**config.mk**
```make
export PLATFORM = sky130hd
export DESIGN_NAME = mixcol_keyadd_stage
export DESIGN_NICKNAME = d
export VERILOG_FILES = /design/src/rtl/mixcol_pkg.sv /design/src/rtl/col_pos_track.sv /design/src/rtl/colmix_acc.sv /design/src/rtl/init_pack.sv /design/src/rtl/mixcol_keyadd_stage.sv
export SDC_FILE = /design/constraint.sdc
export NUM_CORES = 1
export LEC_CHECK = 0
export BUFFER_PORTS_ARGS = -buffer_cell sky130_fd_sc_hd__buf_2
export CAP_MARGIN = 30
export CORE_MARGIN = 2
export CORE_UTILIZATION = 26
export DETAILED_ROUTE_END_ITERATION = 7
export PLACE_DENSITY = 0.55
export SLEW_MARGIN = 15
export SYNTH_ARGS = -nofsm -noshare
export SYNTH_HDL_FRONTEND = slang
export SYNTH_HIERARCHICAL = 1
export SYNTH_SLANG_ARGS = --single-unit
```
**constraint.sdc**
```tcl
create_clock -name clk -period 2.4 [get_ports clk]
set_input_delay 0.12 -clock clk [delete_from_list [all_inputs] [get_ports clk]]
set_output_delay 0.12 -clock clk [all_outputs]
set_load 0.02 [all_outputs]
```
**src/rtl/mixcol_pkg.sv**
```systemverilog
package mixcol_pkg;
  localparam int BYTE_W = 8;
  localparam int COL_N  = 4;
  localparam int WORD_W = BYTE_W * COL_N;
  localparam int POS_W  = $clog2(COL_N);
  localparam logic [BYTE_W-1:0] GF_POLY = 8'h1B;

  function automatic logic [BYTE_W-1:0] gf_dbl(input logic [BYTE_W-1:0] b);
    gf_dbl = {b[BYTE_W-2:0], 1'b0} ^ (b[BYTE_W-1] ? GF_POLY : '0);
  endfunction

  // coefficient applied to a byte at position pos for output row row: 1, 2 or 3
  function automatic logic [BYTE_W-1:0] gf_term(input logic [BYTE_W-1:0] b,
                                                input logic [POS_W-1:0] pos,
                                                input int row);
    logic [POS_W-1:0] d;
    d = pos - POS_W'(row);
    case (d)
      2'd0:    gf_term = gf_dbl(b);
      2'd1:    gf_term = gf_dbl(b) ^ b;
      default: gf_term = b;
    endcase
  endfunction
endpackage

```
**src/rtl/col_pos_track.sv**
```systemverilog
module col_pos_track
  import mixcol_pkg::*;
(
  input  logic             clk,
  input  logic             rst,
  input  logic             step,
  input  logic             word_start,
  output logic [POS_W-1:0] pos,
  output logic             col_end
);
  logic [POS_W-1:0] idx_q;

  assign pos     = word_start ? '0 : idx_q;
  assign col_end = (pos == POS_W'(COL_N - 1));

  always_ff @(posedge clk) begin
    if (rst)       idx_q <= '0;
    else if (step) idx_q <= pos + 1'b1;
  end

  assert_start_sets_one_R2: assert property (@(posedge clk) disable iff (rst)
    (step && word_start) |=> (idx_q == POS_W'(1)));
  assert_idle_holds_R10: assert property (@(posedge clk) disable iff (rst)
    (!step) |=> $stable(idx_q));
endmodule

```
**src/rtl/colmix_acc.sv**
```systemverilog
module colmix_acc
  import mixcol_pkg::*;
(
  input  logic              clk,
  input  logic              rst,
  input  logic              en,
  input  logic [POS_W-1:0]  pos,
  input  logic [BYTE_W-1:0] din,
  output logic [WORD_W-1:0] acc_next
);
  logic [BYTE_W-1:0] acc_q [COL_N];

  for (genvar r = 0; r < COL_N; r++) begin : g_row
    logic [BYTE_W-1:0] base;
    assign base = (pos == '0) ? '0 : acc_q[r];
    assign acc_next[r*BYTE_W +: BYTE_W] = base ^ gf_term(din, pos, r);

    always_ff @(posedge clk) begin
      if (rst)     acc_q[r] <= '0;
      else if (en) acc_q[r] <= acc_next[r*BYTE_W +: BYTE_W];
    end
  end
endmodule

```
**src/rtl/init_pack.sv**
```systemverilog
module init_pack
  import mixcol_pkg::*;
(
  input  logic              clk,
  input  logic              rst,
  input  logic              en,
  input  logic [POS_W-1:0]  pos,
  input  logic [BYTE_W-1:0] din,
  output logic [WORD_W-1:0] packed_word
);
  logic [BYTE_W-1:0] hold_q [COL_N-1];

  for (genvar k = 0; k < COL_N - 1; k++) begin : g_hold
    always_ff @(posedge clk) begin
      if (rst)                                 hold_q[k] <= '0;
      else if (en && pos == POS_W'(k))         hold_q[k] <= din;
    end
    assign packed_word[k*BYTE_W +: BYTE_W] = hold_q[k];
  end
  assign packed_word[(COL_N-1)*BYTE_W +: BYTE_W] = din;
endmodule

```
**src/rtl/mixcol_keyadd_stage.sv**
```systemverilog
module mixcol_keyadd_stage
  import mixcol_pkg::*;
(
  input  logic              clk,
  input  logic              rst,
  input  logic              in_valid,
  input  logic [BYTE_W-1:0] in_byte,
  input  logic              word_start,
  input  logic [BYTE_W-1:0] key_byte,
  input  logic [WORD_W-1:0] rk_word,
  input  logic              rnd_init,
  input  logic              rnd_mid,
  input  logic              rnd_last,
  output logic [WORD_W-1:0] word_out,
  output logic              word_valid,
  output logic [BYTE_W-1:0] ct_byte,
  output logic              ct_valid
);
  logic              sel_init, sel_mid, sel_last, step, col_end;
  logic [POS_W-1:0]  pos;
  logic [BYTE_W-1:0] keyed;
  logic [WORD_W-1:0] mix_word, init_word;

  // R12 priority among round flags
  assign sel_init = rnd_init;
  assign sel_mid  = rnd_mid & ~rnd_init;
  assign sel_last = rnd_last & ~rnd_init & ~rnd_mid;
  assign step     = in_valid & (sel_init | sel_mid | sel_last);
  assign keyed    = in_byte ^ key_byte;

  col_pos_track u_pos (
    .clk(clk), .rst(rst), .step(step), .word_start(word_start),
    .pos(pos), .col_end(col_end)
  );

  colmix_acc u_acc (
    .clk(clk), .rst(rst), .en(in_valid & sel_mid), .pos(pos),
    .din(in_byte), .acc_next(mix_word)
  );

  init_pack u_pack (
    .clk(clk), .rst(rst), .en(in_valid & sel_init), .pos(pos),
    .din(keyed), .packed_word(init_word)
  );

  always_ff @(posedge clk) begin
    if (rst) begin
      word_out   <= '0;
      word_valid <= 1'b0;
      ct_byte    <= '0;
      ct_valid   <= 1'b0;
    end else begin
      word_valid <= 1'b0;
      ct_valid   <= 1'b0;
      if (in_valid && col_end && sel_init) begin
        word_out   <= init_word;
        word_valid <= 1'b1;
      end else if (in_valid && col_end && sel_mid) begin
        word_out   <= mix_word ^ rk_word;
        word_valid <= 1'b1;
      end
      if (in_valid && sel_last) begin
        ct_byte  <= keyed;
        ct_valid <= 1'b1;
      end
    end
  end

  assert_word_after_last_byte_R5: assert property (@(posedge clk) disable iff (rst)
    word_valid |-> $past(in_valid && col_end && (rnd_init || rnd_mid)));
  assert_word_single_pulse_R5: assert property (@(posedge clk) disable iff (rst)
    word_valid |=> !word_valid);
  assert_word_holds_R5: assert property (@(posedge clk) disable iff (rst)
    !word_valid |-> $stable(word_out));
  assert_ct_follows_byte_R7: assert property (@(posedge clk) disable iff (rst)
    ct_valid |-> $past(in_valid && rnd_last && !rnd_init && !rnd_mid));
  assert_no_pulse_mix_R7: assert property (@(posedge clk) disable iff (rst)
    !(word_valid && ct_valid));
endmodule

```
==> results of run 1 <==
-- placed cells by master, fill, tap and decap left out, types with 6 or more instances in the layout --
cell / instances
nand3b_4: 7
inv_1: 9
nor3_1: 11
a31oi_1: 6
buf_4: 49
and3_1: 13
dfxtp_1: 43
nand4b_1: 33
nand2_1: 63
nand3_1: 12
buf_12: 6
xor2_1: 48
buf_2: 96
edfxtp_1: 56
nor2_2: 9
and2_1: 12
o21ai_0: 17
nor2b_1: 28
nand2b_1: 17
nor4_1: 6
o211ai_1: 38
xnor2_1: 12
mux2i_1: 14
nor2_1: 48
clkbuf_16: 9
a21oi_1: 53
-- what timing repair did --
action                                  CTS  global route
buffers inserted                          0             3
endpoints found under the setup margin    3            32
gates resized for setup                   1            34
pin swaps                                 0            11
hold endpoints to repair                  0             0
-- stage by stage --
stage	setup WS [ns]	instance area [um^2]	total power (uW)	utilization, %	hold WS, ns
2_1_floorplan	0.0238	6950	2480	-	0.185
5_1_grt	-0.0618	8370	4380	32.0	0.185
4_1_cts	-0.00399	8200	4200	31.4	0.164
3_3_place_gp	0.0414	7920	2760	30.3	0.443
6_report	0.0827	8370	4210	32.0	0.169
3_5_place_dp	-0.00306	7920	2760	30.3	0.447
-- power by group --
group          internal [uW]  switching (uW)
Clock                    717             721
Sequential              1870            27.9
Combinational            346             532
Total                   2930            1280
-- metal layers --
metal	up-vias	share of wire [%]	global-route usage, %	wire length (um)
met5	-	0	0	0
met4	0	1.4	3.44	318
met3	22	7.0	3.52	1600
met2	227	44	24.3	10100
met1	2982	48	23.6	10900
li1	2928	-	-	-
-- state kept, by name, summed over array words and instances, names as in the netlist --
name	cells
u_pack/hold_q	24
u_pos/idx_q	2
word_valid	1
word_out	32
ct_valid	1
ct_byte	8
u_acc/acc_q	32
-- kinds of logic after synthesis --
| group | count (synthesis) | share of synthesized area [%] |
|---|---|---|
| AO/OA/AOI/OAI | 181 | 17.9 |
| XOR/XNOR | 64 | 8.87 |
| adder cells (fa/ha/maj) | 7 | 1.26 |
| buffers and inverters | 92 | 6.70 |
| flip-flops | 100 | 36.9 |
| multiplexers | 17 | 2.50 |
| AND/OR/NAND/NOR | 297 | 25.9 |
-- worst max-delay path: cells and delay by family, from the launching register on --
kind	cells	cell delay [ns]
and+or+nand+nor	5	1.03
DFF	1	0.34
adders and majority gates	1	0.27
AOI/OAI and AO/OA	2	0.24
xor gates and xnor gates	1	0.19
buffers and inverters	1	0.18
-- how the worst min path moves through the flow --
stage | from | to | slack (ns) | cells after the start
after floorplan | rst | u_pos/idx_q[0] | 0.18 | 1
after global placement | word_out[9] | word_out[9] | 0.44 | 2
after detailed placement | word_out[28] | word_out[28] | 0.45 | 2
after CTS | rk_word[18] | word_out[18] | 0.16 | 4
after global routing | rst | word_out[0] | 0.19 | 2
final | rk_word[18] | word_out[18] | 0.17 | 4
-- synth_stat cells (3+ instances only) --
| cell | instances | share of area (%) |
|---|---|---|
| inv_1 | 11 | 0.59 |
| o211ai_1 | 38 | 4.1 |
| nor2b_1 | 31 | 2.8 |
| nand2_1 | 63 | 3.4 |
| xnor2_1 | 13 | 1.6 |
| o22ai_1 | 4 | 0.36 |
| a22oi_1 | 5 | 0.54 |
| a21oi_1 | 55 | 4.0 |
| nand3_1 | 12 | 0.86 |
| clkbuf_1 | 32 | 1.7 |
| mux2_2 | 3 | 0.49 |
| buf_1 | 4 | 0.22 |
| nand4b_1 | 33 | 4.2 |
| dfxtp_1 | 44 | 13 |
| nor4b_1 | 3 | 0.38 |
| nor2_1 | 49 | 2.6 |
| edfxtp_1 | 56 | 24 |
| a21o_1 | 4 | 0.43 |
| or3_1 | 4 | 0.36 |
| a31oi_1 | 6 | 0.54 |
| buf_4 | 9 | 0.97 |
| o2111ai_1 | 4 | 0.50 |
| a211oi_1 | 3 | 0.32 |
| buf_6 | 7 | 1.1 |
| a221oi_1 | 6 | 0.76 |
| xor2_1 | 48 | 6.0 |
| and2_1 | 12 | 1.1 |
| nand4_1 | 5 | 0.45 |
| o211a_1 | 3 | 0.43 |
| nor3b_1 | 5 | 0.54 |
| nor4_1 | 7 | 0.63 |
| ha_1 | 7 | 1.3 |
| xor2_4 | 3 | 1.2 |
| nor2_2 | 8 | 0.72 |
| mux2i_1 | 14 | 2.0 |
| o2bb2ai_1 | 4 | 0.50 |
| nand2b_1 | 17 | 1.5 |
| nor3_1 | 11 | 0.79 |
| a41oi_1 | 4 | 0.50 |
| buf_2 | 27 | 1.9 |
| nand3b_4 | 7 | 2.0 |
| nor4bb_1 | 4 | 0.58 |
| o21ai_0 | 20 | 1.4 |
| and3_1 | 13 | 1.2 |
-- layout make-up --
class                   instances  area (um^2)  area share, %
multi-input cells             566         4060           48.5
flip-flops and latches        100         2560           30.6
repair buffers                153          995           11.9
well taps                     335          419           5.01
clock buffers                  10          229           2.74
inverters                      13         52.6          0.628
clock inverters                 6         48.8          0.583
==> flow_summary.ini, run 1 <==
[status]
outcome = finished, violations left
failed_checks = design-rule violations

[sta]
slew_headroom_pct = 52.6
clock_skew_ns = 0.00731
tns_ns = 0
worst_pin_slew_ns = 0.711
rsz0062_at_grt = yes
period_share_pct = 96.6
hold_viol = 0
setup_viol = 0
fmax_mhz = 432
drv_slew = 0
fin_crit_ns = 2.32

[die]
die_w_um = 168
rows = 59
die_h_um = 168
io_pins = 97
initial_core_util_pct = 26.6
dieArea_um2 = 28100
coreArea_um2 = 26100

[setup_path]
r2r-start = u_pos/idx_q[1]
reg2regPathDepth = 10
cp-endpoint = word_out[19]
arrival_ns = 2.61
worstSetupPathType = reg2reg
crit_fanout = 8
critPathSlowestCell = or4_4
end_kind = flip-flop
worst_setup_path_start_kind = flip-flop
cp.required_ns = 2.70
r2r_slack_ns = 0.08
crit_start = u_pos/idx_q[1]
slowest_delay_ns = 0.51
rr_endpoint = word_out[19]
path_cells = nor2b_4, buf_4, ha_2, nor2b_1, and3_4, or4_4, nand2_1, xor2_1, o211ai_1, a21oi_1

[synthesis]
synth_cell_type_count = 74
synthesis.nets = 820
yosysWarnings = 6
synthCells = 758
syn_avg_cell_area_um2 = 9.17
synth_seq_area_share_pct = 36.9
synth_seq_cells = 100
netlist_area_um2 = 6950
ys_async_sr_fraction_pct = 0
synth-main-ff-cell = edfxtp_1
synth_edf_count = 56

[power]
peakVddDrop_mv = 0.416
power.leakage_uw = 0.00318
power_density_nw_per_um2 = 503

[detailed_routing]
drc = 3
vias = 6159
first_pass_iters = 7
routed_wl_mm = 22.9
vias_per_cell = 5.21
drt_first_iter_violations = 461
ant_nets = 0
wl_per_cell_um = 19.3

[final_layout]
nets = 905
area_growth_pct = 20.4
diodes = 0
n_fill_cell = 2800
drive_gt1_share_pct = 26.8
instances_no_fill = 1183

[worst_hold_path]
holdCritPathClass = in2reg

[global_route]
grt_pass1_wl_mm = 34.6
grt_overflow = 0
track_usage_pct = 16.1
grt_pass1_vias = 5766
grt_max_degree = 48
antenna_found_initial = 0

[clocking]
cts_sinks = 100
ctsRootBufferMaster = clkbuf_16
clk_path_buf_depth = 2
cts_buffers = 9
path_clk_slew_ns = 0.07
cts.htree.levels = 3
cts-hold-fix-buffers = 0
clock_latency_ns = 0.36
cts_tree = built

[placed_design]
gp_congestion = 0.831
dp.cells = 1164
hpwl_mm = 16.6
place.port_buffers = 96

[flow_run]
max_cap_viol_count = 0
(Power assumes the default switching activity.)
==> inputs of run 2 (changes only) <==
--- a/config.mk
+++ b/config.mk
@@ -7,7 +7,8 @@
 export LEC_CHECK = 0
 export BUFFER_PORTS_ARGS = -buffer_cell sky130_fd_sc_hd__buf_2
 export CAP_MARGIN = 30
-export CORE_MARGIN = 2
+export CORE_ASPECT_RATIO = 0.7
+export CORE_MARGIN = 1.5
 export CORE_UTILIZATION = 26
 export DETAILED_ROUTE_END_ITERATION = 7
 export PLACE_DENSITY = 0.55
==> flow_summary.ini, run 2 (synthesis results as in run 1) <==
[status]
outcome = finished clean

[setup_path]
cp.required_ns = 2.64
end_kind = flip-flop
arrival_ns = 2.58
rr_endpoint = word_out[6]
r2r-start = u_pos/idx_q[0]
worstSetupPathType = reg2reg
worst_setup_path_start_kind = flip-flop
reg2regPathDepth = 12
crit_fanout = 8
r2r_slack_ns = 0.05

[final_layout]
drive_gt1_share_pct = 31.8
diodes = 0
top_regs = u_acc/acc_q (32), word_out (32), u_pack/hold_q (24)
final_common_cell = buf_2
instances_no_fill = 1234
area_growth_pct = 26.0
n_fill_cell = 2764
final_cell_mix = buf_2 (97), buf_4 (72), nand2_1 (62)
final_core_util_pct = 33.7
nets = 934

[detailed_routing]
vias_per_cell = 5.17
wl_per_cell_um = 20.0
vias = 6382
drc = 0
ant_nets = 0
first_pass_iters = 5
drt_first_iter_violations = 657
routed_wl_mm = 24.7

[sta]
hold_viol = 0
setup_viol = 0
period_share_pct = 97.7
fin_crit_ns = 2.35
fmax_mhz = 426
rsz0062_at_grt = yes
drv_slew = 0
worst_pin_slew_ns = 0.723
clock_skew_ns = 0.0106
final.setup.worst_slack_ns = 0.0542
slew_headroom_pct = 51.6
hold_ws_ns = 0.166
tns_ns = 0

[clocking]
cts-hold-fix-buffers = 0
clk_path_buf_depth = 2
cts_sinks = 100
cts_tree = built
clock_latency_ns = 0.36
path_clk_slew_ns = 0.08
ctsRootBufferMaster = clkbuf_16
cts_buffers = 9
cts.htree.levels = 3

[global_route]
grt_overflow = 0
track_usage_pct = 17.7
grt_pass1_wl_mm = 36.5
antenna_found_initial = 0
grt_pass1_vias = 5821
grt_max_degree = 33

[power]
power.leakage_uw = 0.00336
peakVddDrop_mv = 0.317
power_density_nw_per_um2 = 496

[die]
die_w_um = 198
io_pins = 97
die_h_um = 140
coreArea_um2 = 26000
dieArea_um2 = 27700
initial_core_util_pct = 26.7
rows = 49

[placed_design]
pre_cts_ws_ns = -0.169
place.port_buffers = 96
dp.cells = 1207
hpwl_mm = 18.3
gp_congestion = 0.875

[flow_run]
max_cap_viol_count = 0

[worst_hold_path]
worstHoldStart = rk_word[13]
hold_depth = 4
hold_end = word_out[13]
holdCritPathClass = in2reg
run 2: changes by cell type in the layout (fill, tap and decap cells not counted), sizes merged:
| cell | change |
|---|---|
| clkinv | -1 |
| inv | +2 |
| clkbuf | -1 |
| buf | +29 |
run 2: stage by stage:
stage	total power (uW)	instance area, um^2
after CTS	4310	8400
after global placement	2810	8080
final	4350	8760
after floorplan	2480	6950
after global routing	4520	8760
after detailed placement	2810	8080
run 2: repair_timing:
item                       4_1_cts  5_1_grt
setup endpoints to repair       12       33
cloned                           0        1
setup buffers                    0       10
pin swaps                        1       21
gates resized for setup         11       63
run 2: metal layers:
metal	vias up	global-route usage [%]	share of wire (%)
met5	-	0	0
met4	0	2.43	0.59
met3	12	3.90	10
met2	319	23.9	40
met1	3064	28.3	49
li1	2987	-	-
run 2: area by class of cell:
type                    count  area [um^2]  area share [%]
clock buffers               9          225            2.57
clock inverters             7         58.8           0.671
inverters                  13         51.3           0.585
multi-input cells         566         4190            47.8
flip-flops and latches    100         2560            29.3
well taps                 357          447            5.10
repair buffers            182         1230            14.0
run 2: worst max path at each step:
stage / from / endpoint / slack, ns / cells after the start
after floorplan: u_pos/idx_q[0] / word_out[28] / 0.02 / 11
after global placement: u_pos/idx_q[0] / word_out[8] / -0.19 / 12
after detailed placement: u_pos/idx_q[0] / word_out[8] / -0.17 / 12
after CTS: u_pos/idx_q[1] / word_out[6] / -0.06 / 12
after global routing: u_pos/idx_q[0] / word_out[15] / -0.08 / 11
final: u_pos/idx_q[0] / word_out[6] / 0.05 / 12
run 2: critical path, stage by stage (launching register included):
cell      delay, ns
dfxtp_2        0.33
nor2b_4        0.14
buf_4          0.15
ha_4           0.18
buf_4          0.14
o21a_4         0.23
buf_4          0.13
nand2_1        0.07
o21ai_2        0.07
or3_4          0.39
xor2_1         0.16
o211ai_1       0.16
a21oi_1        0.08
run 2: power breakdown:
| part | switching, uW | internal (uW) |
|---|---|---|
| logic | 585 | 397 |
| clock network | 745 | 724 |
| registers | 28.6 | 1870 |
==> inputs of run 3 (changes only) <==
--- a/config.mk
+++ b/config.mk
@@ -5,11 +5,13 @@
 export SDC_FILE = /design/constraint.sdc
 export NUM_CORES = 1
 export LEC_CHECK = 0
+export ABC_AREA = 1
 export BUFFER_PORTS_ARGS = -buffer_cell sky130_fd_sc_hd__buf_2
 export CAP_MARGIN = 30
 export CORE_ASPECT_RATIO = 0.7
 export CORE_MARGIN = 1.5
 export CORE_UTILIZATION = 26
+export CTS_BUF_LIST = sky130_fd_sc_hd__clkbuf_8
 export DETAILED_ROUTE_END_ITERATION = 7
 export PLACE_DENSITY = 0.55
 export SLEW_MARGIN = 15
==> flow_summary.ini, run 3 <==
[placed_design]
pre_cts_ws_ns = 0.138
dp.cells = 1417
place.port_buffers = 96
gp_congestion = 0.890
hpwl_mm = 15.9

[setup_path]
path_buf_inv = 5
path_cells = inv_2, nor2_2, inv_1, ha_1, nor2_8, inv_4, o211ai_1, xor2_1, inv_1, inv_1, nand2_1, nand2_1, nor2_1, nor2_1, nor2_1
critPathSlowestCell = dfxtp_2
worst_setup_path_start_kind = flip-flop
path_delay_family = simple AND/OR/NAND/NOR gates
arrival_ns = 2.50
cp.required_ns = 2.69
worstSetupPathType = reg2reg
r2r_slack_ns = 0.20
crit_fanout = 9
end_kind = flip-flop
slowest_delay_ns = 0.37

[sta]
rsz0062_at_grt = yes
worst_pin_slew_ns = 0.536
setup_viol = 0
fmax_mhz = 454
hold_ws_ns = 0.0693
fin_crit_ns = 2.20
final.setup.worst_slack_ns = 0.197
hold_viol = 0
slew_headroom_pct = 64.2
clock_skew_ns = 0.0196
period_share_pct = 91.8
drv_slew = 0

[global_route]
antenna_found_initial = 0
grt_overflow = 0
grt_pass1_wl_mm = 32.8
grt_pass1_vias = 5911
track_usage_pct = 15.9
grt_max_degree = 41

[clocking]
path_clk_slew_ns = 0.12
clk_path_buf_depth = 2
cts_buffers = 9
cts_tree = built
ctsRootBufferMaster = clkbuf_8
cts.htree.levels = 3
cts_sinks = 100
clock_latency_ns = 0.40

[status]
outcome = finished clean

[final_layout]
n_fill_cell = 2850
diodes = 0
area_growth_pct = 15.3
ff_latch_area_um2 = 2560
final_cell_mix = nand2_1 (325), nor2_1 (157), inv_1 (152)
top_regs = u_acc/acc_q (32), word_out (32), u_pack/hold_q (24)
drive_gt1_share_pct = 15.8
instances_no_fill = 1435
multi_input_area_um2 = 3310
final_core_util_pct = 30.4
nets = 1161
final_common_cell = nand2_1

[detailed_routing]
routed.top_layer = met4
wl_met2_mm = 8.03
dr_wl_met3_mm = 1.51
routed_wl_mm = 20.9
ant_nets = 0
vias_per_cell = 4.54
wl_per_cell_um = 14.6
drt_first_iter_violations = 447
vias = 6522
drc = 0
wl_met1_mm = 11.0
first_pass_iters = 5

[power]
p_int_uw = 2590
fin_total_pwr_uw = 3990
pwr-share-seq_pct = 47.5
comb_power_share_pct = 25.3
power_density_nw_per_um2 = 512
clkPwrFrac_pct = 27.1
power.leakage_uw = 0.00404
switching_share_pct = 35.2
peakVddDrop_mv = 0.248
p_sw_uw = 1410

[synthesis]
syn_avg_cell_area_um2 = 6.61
synth_top_area_cell = edfxtp_1
synth_edf_count = 56
synth_most_common_cell = nand2_1
synth_seq_area_share_pct = 37.9
synth_cell_type_count = 31
netlist_top_cells_area = edfxtp_1 (25%), nand2_1 (18%), dfxtp_1 (13%)
synthCells = 1022
ys_async_sr_fraction_pct = 0
yosysWarnings = 6
netlist_area_um2 = 6760
synth_seq_cells = 100
synth-main-ff-cell = edfxtp_1
synth_top_area_share_pct = 24.9
synthesis.nets = 1084
yosys-top-cells-count = nand2_1 (325), nor2_1 (159), inv_1 (152)

[die]
die_h_um = 138
rows = 49
coreArea_um2 = 25600
initial_core_util_pct = 26.4
io_pins = 97
die_w_um = 196
dieArea_um2 = 27000

[worst_hold_path]
holdCritPathClass = in2reg

[flow_run]
max_cap_viol_count = 0
==> run 3: cell type report <==
type | count | share of cell area, %
clock buffers | 9 | 1.59
multi-input cells | 709 | 42.5
flip-flops and latches | 100 | 32.9
well taps | 331 | 5.31
inverters | 159 | 7.75
repair buffers | 120 | 9.21
clock inverters | 7 | 0.787
==> run 3: path summary, 6_finish.rpt <==
path / start / to / depth (start not counted)
worst min-delay path: rst / ct_valid / 2
worst min register to register: word_out[23] / word_out[23] / 2
worst max-delay path: u_pos/idx_q[0] / word_out[0] / 15
worst max register to register: u_pos/idx_q[0] / word_out[0] / 15
==> run 3: layer usage <==
metal	GRT usage (%)	vias to the layer above
met4	3.63	0
met3	3.04	18
met1	24.7	2976
met5	0	-
met2	22.1	230
li1	-	3298
==> run 3: cell families (layout without fill, tap and decap cells) <==
kind of cell | count (synthesis) | in the layout | share of synthesized area [%]
AND/OR/NAND/NOR | 627 | 627 | 39.9
AO/OA/AOI/OAI | 49 | 49 | 3.67
XOR/XNOR | 26 | 26 | 3.76
flip-flops | 100 | 100 | 37.9
buffers and inverters | 213 | 295 | 13.5
adder cells (fa/ha/maj) | 7 | 7 | 1.30
==> run 3: metrics by stage <==
stage | setup TNS (ns) | cell area, um^2
2_1_floorplan | 0 | 6760
3_3_place_gp | 0 | 7560
3_5_place_dp | 0 | 7560
4_1_cts | 0 | 7750
5_1_grt | -0.233 | 7790
6_report | 0 | 7790
==> run 3: power groups by stage <==
stage                     clock network [uW]  registers (uW)  logic, uW
after CTS                               1120            1900        993
after detailed placement                   0            1940        988
after global placement                     0            1930        978
after global routing                    1190            1900       1160
after floorplan                            0            1940        681
final                                   1080            1900       1010
==> run 3: timing repair <==
item,CTS,global route
hold buffers,0,0
resized for setup,0,10
endpoints found under the setup margin,0,21
setup buffers,0,2
